==> config.mk <==
export PLATFORM = sky130hd
export DESIGN_NAME = fx_round_int
export DESIGN_NICKNAME = d
export VERILOG_FILES = /design/src/rtl/fxr_pkg.sv /design/src/rtl/fxr_incr.sv /design/src/rtl/fxr_pack.sv /design/src/rtl/fx_round_int.sv
export SDC_FILE = /design/constraint.sdc
export NUM_CORES = 1
export LEC_CHECK = 0
export ABC_AREA = 1
export CELL_PAD_IN_SITES_DETAIL_PLACEMENT = 0
export CELL_PAD_IN_SITES_GLOBAL_PLACEMENT = 1
export CORE_MARGIN = 2
export CORE_UTILIZATION = 37
export DETAILED_ROUTE_END_ITERATION = 7
export GPL_TIMING_DRIVEN = 0
export PLACE_DENSITY = 0.88
export SYNTH_ARGS = -nofsm -noshare
export SYNTH_HDL_FRONTEND = slang
export SYNTH_SLANG_ARGS = --single-unit
==> constraint.sdc <==
create_clock -name clk -period 6.3 [get_ports clk]
set_input_delay 0.945 -clock clk [delete_from_list [all_inputs] [get_ports clk]]
set_output_delay 0.945 -clock clk [all_outputs]
set_load 0.05 [all_outputs]
==> src/rtl/fxr_pkg.sv <==
package fxr_pkg;

    typedef enum logic [2:0] {
        RND_NEAR_EVEN = 3'b000,
        RND_ZERO      = 3'b001,
        RND_DOWN      = 3'b010,
        RND_UP        = 3'b011,
        RND_NEAR_AWAY = 3'b100
    } rnd_mode_e;

endpackage

==> src/rtl/fxr_incr.sv <==
// Chooses the constant added to the fraction field, and flags ties that
// must be pushed to an even result.
module fxr_incr #(
    parameter int FRAC_W = 7
) (
    input  logic [2:0]        mode_i,
    input  logic              sign_i,
    input  logic [FRAC_W-1:0] frac_i,
    output logic [FRAC_W-1:0] inc_o,
    output logic              clr_lsb_o
);
    import fxr_pkg::*;

    localparam logic [FRAC_W-1:0] HALF = FRAC_W'(1) << (FRAC_W - 1);
    localparam logic [FRAC_W-1:0] ALL1 = {FRAC_W{1'b1}};

    always_comb begin
        inc_o     = '0;
        clr_lsb_o = 1'b0;
        case (mode_i)
            RND_NEAR_EVEN: begin
                inc_o     = HALF;
                clr_lsb_o = (frac_i == HALF);
            end
            RND_NEAR_AWAY: inc_o = HALF;
            RND_UP:        inc_o = sign_i ? '0 : ALL1;
            RND_DOWN:      inc_o = sign_i ? ALL1 : '0;
            default:       inc_o = '0;
        endcase
    end
endmodule

==> src/rtl/fxr_pack.sv <==
// Applies the sign to the rounded magnitude and saturates on overflow.
module fxr_pack #(
    parameter int SH_W  = 58,
    parameter int OUT_W = 32
) (
    input  logic             sign_i,
    input  logic [SH_W-1:0]  mag_i,
    output logic [OUT_W-1:0] value_o,
    output logic             ovf_o
);
    localparam logic [OUT_W-1:0] SAT_POS = {1'b0, {(OUT_W-1){1'b1}}};
    localparam logic [OUT_W-1:0] SAT_NEG = {1'b1, {(OUT_W-1){1'b0}}};

    logic [OUT_W-1:0] low;
    logic [OUT_W-1:0] signed_val;
    logic             high_set;

    always_comb begin
        low        = mag_i[OUT_W-1:0];
        signed_val = sign_i ? (~low + OUT_W'(1)) : low;
        high_set   = |mag_i[SH_W-1:OUT_W];
        ovf_o      = high_set || ((signed_val != '0) && (signed_val[OUT_W-1] != sign_i));
        value_o    = ovf_o ? (sign_i ? SAT_NEG : SAT_POS) : signed_val;
    end
endmodule

==> src/rtl/fx_round_int.sv <==
module fx_round_int #(
    parameter int IN_W    = 64,
    parameter int FRAC_W  = 7,
    parameter int OUT_W   = 32,
    parameter bit OUT_REG = 1'b1
) (
    input  logic             clk,
    input  logic             rst_n,
    input  logic             sign_i,
    input  logic [IN_W-1:0]  mag_i,
    input  logic [2:0]       mode_i,
    output logic [OUT_W-1:0] res_o,
    output logic             invalid_o,
    output logic             inexact_o
);
    localparam int SUM_W = IN_W + 1;
    localparam int SH_W  = SUM_W - FRAC_W;

    typedef struct packed {
        logic [OUT_W-1:0] value;
        logic             invalid;
        logic             inexact;
    } res_t;

    logic [FRAC_W-1:0] inc;
    logic              clr_lsb;
    logic [SUM_W-1:0]  sum;
    logic [SH_W-1:0]   rounded;
    logic [OUT_W-1:0]  packed_val;
    logic              ovf;
    res_t              res_d;
    res_t              res_q;

    fxr_incr #(.FRAC_W(FRAC_W)) u_incr (
        .mode_i    (mode_i),
        .sign_i    (sign_i),
        .frac_i    (mag_i[FRAC_W-1:0]),
        .inc_o     (inc),
        .clr_lsb_o (clr_lsb)
    );

    always_comb begin
        sum     = {1'b0, mag_i} + {{(SUM_W-FRAC_W){1'b0}}, inc};
        rounded = sum[SUM_W-1:FRAC_W] & ~{{(SH_W-1){1'b0}}, clr_lsb};
    end

    fxr_pack #(.SH_W(SH_W), .OUT_W(OUT_W)) u_pack (
        .sign_i  (sign_i),
        .mag_i   (rounded),
        .value_o (packed_val),
        .ovf_o   (ovf)
    );

    always_comb begin
        res_d.value   = packed_val;
        res_d.invalid = ovf;
        res_d.inexact = !ovf && (mag_i[FRAC_W-1:0] != '0);
    end

    generate
        if (OUT_REG) begin : g_reg
            always_ff @(posedge clk) begin
                if (!rst_n) res_q <= '0;
                else        res_q <= res_d;
            end
        end else begin : g_comb
            assign res_q = res_d;
        end
    endgenerate

    assign res_o     = res_q.value;
    assign invalid_o = res_q.invalid;
    assign inexact_o = res_q.inexact;
endmodule

* Word level (Yosys, flattened, before mapping)
Cells that the tools add are included.
** Operators by class
- Mux-type cells :: 7
- Eq/ne operators :: 5
- Bitwise operators :: 3
- Reduce and logical (&&, ||, !) cells :: 9
- Add/subtract/negate cells :: 2
** Operators with widths (number)
- $mux W32 :: 3
- $add A64 B7 Y65 :: 1
- $and A58 B58 Y58 :: 1
- $not A1 Y58 :: 1
- $add A32 B1 Y32 const B :: 1
- $not A32 Y32 :: 1
- $reduce_bool A32 Y1 :: 1
- $reduce_or A26 Y1 :: 1
- $pmux W7 S3 :: 1
- $mux W7 :: 2
- $eq A7 B7 Y1 const B :: 1
- $reduce_bool A7 Y1 :: 1
- $eq A3 B2 Y1 const B :: 2
- $eq A3 B3 Y1 const B :: 1
- $logic_not A3 Y1 :: 1
- $logic_and A1 B1 Y1 :: 2
- $reduce_or A2 Y1 :: 1
- $logic_not A1 Y1 :: 1
- $logic_or A1 B1 Y1 :: 1
- $mux W1 :: 1
- $ne A1 B1 Y1 :: 1
** Storage, ports and cells
- Logic and storage cells :: 29
- Register bits after elaboration :: 34
- Output and inout port bits :: 34

* Depth between registers and ports, before layout
Gate-level depths: netlist (run 1).
- Word-level depth :: 13
- Mapped depth :: 37

* Cells and area by module
Synthesis (run 1) repeated with hierarchy kept, for this count alone.
** Unflattened totals
- Cells, all modules :: 1049
- Area, all modules :: 5517.8 µm²
** Modules (own cells, without submodules)
- fx_round_int :: cells each 671, area an instance 3703.6 µm², instances 1, sequential area each 680.7 µm²
- fxr_pack :: cells each 355, area an instance 1685.4 µm², instances 1, sequential area each 0.0 µm²
- fxr_incr :: cells each 23, area an instance 128.9 µm², instances 1, sequential area each 0.0 µm²

* Worst setup path after synthesis (run 1)
Ideal clock, no wire load.
- Kind :: input -> register
- Start point :: input sign_i
- End point :: register res_q, in the netlist res_o[0]
- Data required time :: 6.187 ns
- Stages on the path :: 35
- Arrival :: 4.238 ns
- Library setup time :: 0.113 ns
- Setup slack :: 1.948 ns
- Path through :: buf_4 > nand2_1 > inv_1 > nor2_2 > nand2_1 > inv_1 > ha_1 > a21oi_1 > inv_1 > nand2_1 > nand2_1 > inv_1 > nand2_2 > nand2_1 > nand2_1 > nand2_1 > ha_1 > inv_1 > nor2_1 > nand2_1 > nor2_1 > nand3_1 > nand2_1 > nand2_1 > nand2_1 > nand2_1 > nor2_1 > nand3_1 > nor3_1 > nand2_1 > nand2_4 > nand2_4 > nand3_4 > buf_6 > nand2_1
** Between the ends
- Cells in the longest elaborated chain, start to end :: 11
** Ends and longest elaborated chain
- start: declaration :: line fx_round_int.sv:9 : input logic sign_i,
- $mux W7 (on tied branches) :: line fxr_incr.sv:27, fxr_incr.sv:26
- $pmux W7 S3 :: line fxr_incr.sv:20 : case (mode_i)
- $add A64 B7 Y65 :: line fx_round_int.sv:43 : sum = {1'b0, mag_i} + {{(SUM_W-FRAC_W){1'b0}}, inc};
- $and A58 B58 Y58 :: line fx_round_int.sv:44 : rounded = sum[SUM_W-1:FRAC_W] & ~{{(SH_W-1){1'b0}}, clr_lsb};
- $not A32 Y32 :: line fxr_pack.sv:20 : signed_val = sign_i ? (~low + OUT_W'(1)) : low;
- $add A32 B1 Y32 :: line fxr_pack.sv:20
- $mux W32 :: line fxr_pack.sv:20
- $reduce_bool A32 Y1 / $ne A1 B1 Y1 (equally long branches) :: line fxr_pack.sv:22 : ovf_o = high_set || ((signed_val != '0) && (signed_val[OUT_W-1] != sign_i));
- $logic_and A1 B1 Y1 :: line fxr_pack.sv:22
- $logic_or A1 B1 Y1 :: line fxr_pack.sv:22
- $mux W32 * :: line fxr_pack.sv:23 : value_o = ovf_o ? (sign_i ? SAT_NEG : SAT_POS) : signed_val;
- end signal: assignment :: line fx_round_int.sv:64 : else res_q <= res_d;
- end: declaration :: line fx_round_int.sv:32 : res_t res_q;
Every way passes the cells marked *; elsewhere a longest branch is shown, timed or not.
A chain may end at the register's enable or synchronous reset.

* Final worst setup path (run 1)
- Start point :: input mode_i[1]
- End point :: register res_q, in the netlist res_o[5]
** Between the ends
- Cells in the longest elaborated chain, start to end :: 12
** Ends and longest elaborated chain
- start: declaration :: line fx_round_int.sv:11 : input logic [2:0] mode_i,
- $eq A3 B3 Y1 / $logic_not A3 Y1 (equally long branches) :: line fxr_incr.sv:20
- $reduce_or A2 Y1 (no source line)
- $pmux W7 S3 :: line fxr_incr.sv:20
- $add A64 B7 Y65 :: line fx_round_int.sv:43
- $and A58 B58 Y58 * :: line fx_round_int.sv:44
- $not A32 Y32 :: line fxr_pack.sv:20
- $add A32 B1 Y32 :: line fxr_pack.sv:20
- $mux W32 :: line fxr_pack.sv:20
- $reduce_bool A32 Y1 / $ne A1 B1 Y1 (equally long branches) :: line fxr_pack.sv:22
- $logic_and A1 B1 Y1 :: line fxr_pack.sv:22
- $logic_or A1 B1 Y1 :: line fxr_pack.sv:22
- $mux W32 * :: line fxr_pack.sv:23
Marked as above.

==> impl_results.md, run 1 <==
* H-tree depth at 2
* Rel. slew slack at approximately three fifths
* Initial Util at 38.1%
* Kind of critical path: input pin to register
* Detail Route Antenna Nets at 0
* Die ar. at roughly 15000 um^2
* Met3 GRT Util at between 1 and 1.5%
* Cts hold-fix bufs at 0
* Ports at around 100
* Final-layout fill cell count at around 1500
* Non-Filler Instances at 1256
* Count of final max-slew check failures at 0
* Sequential Power Share at between 20% and 30%
* Total power at roughly 800 uW
* Hold Violations, Final at 0
* Leak at ~3.4 nW
* Final core utilization at 48.6%
* Final setup viols at 0
* Routed wire length per instance at between 10 and 15 um
* Ant diodes at 0
* Maximum clock rate at between 150 and 200 MHz
* Initial antenna violation count at 0
* Met1 GRT Util at between 30% and 40%
* Synthesized instance count at 972
* Clk slew on worst S/H paths at 50 ps
* Setup bufs post-CTS at 0
* Gr usage total at between 20 and 25%
* GR Util met2 at 38.2%
* Clock power frac at between 30% and 40%
* Maximum vdd drop at approximately 0.000083 V
* Final worst slack at 1080 ps
* Hold Crit Class: input pin to register
* Power density of the placed cells at 125 nW/um^2
* Total of warnings raised by yosys at 0
* Layer with the highest usage: met2
* Logic pwr share at between 30% and 40%
* Cts bufs inserted at 5
* Nets@finish at 1156
* Syn Nets at ~1000
* Critical Path Stages at 32
* Sw Share at between 30% and 40%
* First-pass GRT wire length at ~27000 um
* Distinct cell type count after synthesis at 42
* RSZ-0062 raised after global routing: false
* Max_cap viols at 0
* Core area at 13300 um^2
* CTS max path bufs at 2
* Number of gates resized after CTS at 0
* Outcome: finished clean
* Number of DRC markers in iteration 0 at around 550
* CP dominant cell by count: nand2_1
* Most frequent cells in the layout: 354 x nand2_1, 154 x inv_1, 101 x nand3_1
* Pre-CTS setup slack at ~860 ps
* Layout cells sized above 1 at roughly 6.2%
* DRT Wirelength at 16200 um
* Number of global-route vias before repair at ~5500
* Largest net degree at the start of global routing at 11
* Data arrival, critical path at 5380 ps
* TNS Setup at 0 ps
* TritonCTS Sinks at 34
* Number of remaining DRC errors at 0
* Commonest non-fill, non-tap cell in the layout: nand2_1
* Final Cycle Share at 82.9%
* Via count at around 6100
* CTS tree: done
* Cell Rows at 42
* EDFF count, synth at 0
* Placed Cells at approximately 1200
* Routed vias/inst at 4.87
* Total grt overflow at 0
* Synth Flop Type: dfxtp_1
* Port Buf Inserts at 100
* Crit-path leading delay family: simple AND/OR/NAND/NOR gates
* Hpwl dp at around 14000 um
* Placer Congestion at 0.902
* Int Power at roughly 520 uW
* Synth-to-layout area growth at 27.4%
* Drt pass-1 iters at 8
* Height of the die at 121 um
* Slowest stage delay, CP at 500 ps
* Required time of the critical path at 6460 ps
* Final min period at between 5000 and 6000 ps
* Number of synthesized register bits at 34
* Post-synthesis average cell area at around 5.2 um^2
* Post-Syn Area at around 5000 um^2
* Critical Path End Type: register
* Die width at roughly 120 um
* Critical path's slowest cell: clkdlybuf4s50_1
* Seq/Total Area, Yosys at a little over an eighth
* Ys async rst share at 0%
* Worst-margin pin slew at ~610 ps
* CP startpoint kind: input pin
* CP bufs+invs at 7
* Sw Pwr at 284 uW
* Clock root buffer: clkbuf_16
* Worst-path fanout max at 10
* Hold depth at 2
-- power by group through the flow --
stage | Clock, mW | Combinational, mW | Sequential (mW)
global route | 0.270 | 0.353 | 0.230
detailed placement | 0 | 0.316 | 0.233
floorplan | 0 | 0.156 | 0.274
global placement | 0 | 0.316 | 0.233
CTS | 0.259 | 0.317 | 0.229
finish | 0.256 | 0.319 | 0.229
-- path summary, 6_finish.rpt --
check | startpoint | to | slack (ps)
worst max-delay path | mode_i[1] | res_o[5] | 1080
worst min-delay path | rst_n | invalid_o | 1030
-- kinds of logic after synthesis --
logic type | synth area share (%)
AO/OA/AOI/OAI | 2.44
buffers and inverters | 14.4
XOR/XNOR | 3.97
flip-flops | 13.4
AND/OR/NAND/NOR | 64.0
adder cells (fa/ha/maj) | 1.73
-- synth_stat cells (2+ instances only) --
| library cell | count | area share [%] |
|---|---|---|
| dfxtp_1 | 34 | 13 |
| nand3b_1 | 6 | 0.89 |
| xnor2_1 | 11 | 1.9 |
| nor3_1 | 29 | 2.9 |
| o21ai_0 | 10 | 0.99 |
| nor4_1 | 9 | 1.1 |
| or3_1 | 2 | 0.25 |
| nor2_2 | 13 | 1.6 |
| inv_1 | 154 | 11 |
| nor2_4 | 3 | 0.67 |
| clkbuf_1 | 3 | 0.22 |
| buf_6 | 4 | 0.89 |
| nor2_1 | 98 | 7.3 |
| nand3_1 | 101 | 10 |
| xor2_1 | 12 | 2.1 |
| buf_4 | 8 | 1.2 |
| nand2_1 | 354 | 26 |
| nand2_2 | 10 | 1.2 |
| nand3_4 | 2 | 0.69 |
| and2_1 | 2 | 0.25 |
| ha_1 | 7 | 1.7 |
| buf_2 | 6 | 0.59 |
| nand2_4 | 4 | 0.89 |
| nand4_1 | 67 | 8.3 |
| a21oi_1 | 4 | 0.39 |
| nand3_2 | 3 | 0.59 |
-- layer usage --
layer / share of wire, % / wire, um
met1: 48 / 7790
met2: 45 / 7320
met3: 5.6 / 901
met5: 0 / 0
met4: 1.2 / 195
-- layout make-up --
| type | instances | area, um^2 | share of cell area [%] |
|---|---|---|---|
| Timing Repair Buffer | 100 | 1000 | 15.5 |
| Sequential cell | 34 | 681 | 10.5 |
| Multi-Input combinational cell | 761 | 3660 | 56.6 |
| Inverter | 155 | 582 | 9.01 |
| Buffer | 22 | 150 | 2.33 |
| Clock buffer | 8 | 166 | 2.58 |
| Tap cell | 176 | 220 | 3.41 |
-- state kept, by name, summed over array words and instances (netlist names) --
name and flops:
inexact_o 1, invalid_o 1, res_o 32
-- through the flow --
step	area (um^2)	hold WS, ps
floorplan	5070	1210
global placement	6290	1310
detailed placement	6290	1310
CTS	6460	1030
global route	6460	1050
finish	6460	1030
(Power assumes the default switching activity.)
==> inputs of run 2 (changes only) <==
Settings changed: CORE_UTILIZATION 37 to 35, PLACE_DENSITY 0.88 to 0.84.
Clock period 6.3 ns to 5 ns, I/O delays scaled along.
==> impl_results.md, run 2 (same netlist as run 1, synthesis figures left out) <==
* Outcome: finished clean
* Rel. slew slack at 59.1% (-0.20 points)
* Commonest non-fill, non-tap cell in the layout: nand2_1
* Final Cycle Share at 94.4%
* Number of remaining DRC errors at 0 (unchanged)
* Leak at 3.40 nW (+1.2%)
* Total power at 1.00 mW (+24%)
* Worst-margin pin slew at 609 ps (+2.96 ps)
* Cts bufs inserted at 5 (unchanged)
* Die width at 124 um (+2.7%)
* Placer Congestion at 0.923 (+2.3%)
* Data arrival, critical path at 4890 ps (-490 ps)
* Hold Crit Class: input pin to register
* CTS max path bufs at 2 (unchanged)
* Power density of the placed cells at 151 nW/um^2 (+22%)
* Ant diodes at 0 (unchanged)
* Hpwl dp at 14400 um (+3.4%)
* Gr usage total at 20.8% (-1.8 points)
* Initial Util at 36.2% (-1.9 points)
* Routed vias/inst at 4.89 (+0.47%)
* DR top layer: met4
* Routed wire length per instance at 13.2 um (+2.2%)
* Nets@finish at 1161 (+0.43%)
* CTS tree: done
* Maximum vdd drop at 0.0000940 V (+13%)
* Critical Path End Type: register
* Number of global-route vias before repair at 5570 (+0.58%)
* Met3 Routed Length at 671 um (-26%)
* Final min period at around 4700 ps
* Drt pass-1 iters at 5 (-3)
* Max reg flops at 32 (unchanged)
* CP startpoint kind: input pin
* Ports at 104 (unchanged)
* Via count at 6190 (+1.2%)
* Kind of critical path: input pin to register
* Total grt overflow at 0 (unchanged)
* Worst-path fanout max at 10 (unchanged)
* Synth-to-layout area growth at 30.3%
* Largest net degree at the start of global routing at 11 (unchanged)
* Count of final max-slew check failures at 0 (unchanged)
* Final setup viols at 0 (unchanged)
* Clock root buffer: clkbuf_16
* Hold Violations, Final at 0 (unchanged)
* CP dominant cell by count: nand2_1
* Pre-CTS setup slack at -272 ps (-1130 ps)
* Clk slew on worst S/H paths at 50 ps (about the same)
* Die ar. at 15500 um^2 (+5.5%)
* Met1 wire length at 7950 um (+2.1%)
* Max_cap viols at 0 (unchanged)
* Cts hold-fix bufs at 0 (unchanged)
* Final core utilization at 47.2% (-1.4 points)
* DRT Wirelength at 16700 um (+3.0%)
* First-pass GRT wire length at 27000 um (+0.51%)
* Final worst slack at 281 ps (-799 ps)
* Detail Route Antenna Nets at 0 (unchanged)
* Port Buf Inserts at 100 (unchanged)
* Core area at 14000 um^2 (+5.2%)
* Initial antenna violation count at 0 (unchanged)
* Final-layout fill cell count at 1559 (+4.4%)
* Slowest stage delay, CP at 450 ps (-50 ps)
* Number of DRC markers in iteration 0 at 378 (-31%)
* Layout cells sized above 1 at 8.66% (+2.5 points)
* Required time of the critical path at 5170 ps (-1290 ps)
* TritonCTS Sinks at 34 (unchanged)
* Routed length on met2 at 7730 um (+5.6%)
* Height of the die at 124 um (+2.7%)
* Critical path's slowest cell: clkdlybuf4s50_1
* H-tree depth at 2 (unchanged)
* Cell Rows at 43 (+2.4%)
* Maximum clock rate at 212 MHz
* Most frequent cells in the layout: 347 x nand2_1, 153 x inv_1, 99 x clkdlybuf4s50_1
==> run 2: where the power goes <==
part	switching [mW]	internal [mW]	total (mW)
sequential	0.00312	0.286	0.289
clock	0.0999	0.197	0.296
combinational	0.264	0.151	0.415
==> run 2: path summary, 6_finish.rpt <==
kind / slack [ps] / from / depth (start not counted) / endpoint
setup / recovery: 280 / mode_i[1] / 30 / res_o[6]
hold / removal: 830 / rst_n / 2 / invalid_o
==> run 2: cell type report <==
class | instances | area (um^2) | area share [%]
inverters | 155 | 584 | 8.85
clock inverters | 1 | 5.00 | 0.0758
clock buffers | 7 | 143 | 2.16
multi-input cells | 762 | 3780 | 57.3
well taps | 180 | 225 | 3.41
plain buffers | 22 | 150 | 2.27
repair buffers | 104 | 1030 | 15.6
flip-flops and latches | 34 | 681 | 10.3
==> run 2: repair_timing <==
| action | CTS | global route |
|---|---|---|
| buffers inserted | 0 | 4 |
| setup endpoints to repair | 5 | 34 |
| pin swaps | 0 | 9 |
| resized for setup | 1 | 33 |
| gates cloned | 0 | 1 |
==> run 2: routing by layer <==
metal / track usage (%) / vias to the layer above
li1: - / 3322
met1: 28.2 / 2698
met2: 35.5 / 150
met3: 1.12 / 20
met4: 6.35 / 0
met5: 0 / -
==> run 2: through the flow <==
step / area, um^2 / hold WS, ps / std cells / TNS [ps]
after global placement: 6290 / 1110 / 1252 / -8110
final: 6600 / 833 / 1265 / 0
after CTS: 6450 / 823 / 1260 / 0
after global routing: 6600 / 846 / 1265 / -233
after floorplan: 5070 / 1010 / 972 / 0
after detailed placement: 6290 / 1120 / 1252 / -7910
==> run 2: critical path, delay by kind of cell <==
kind	cells	cell delay (ps)
fa+ha+maj	1	360
xor+xnor	1	180
compound gates	1	110
buf+inv	5	970
simple gates	22	2510
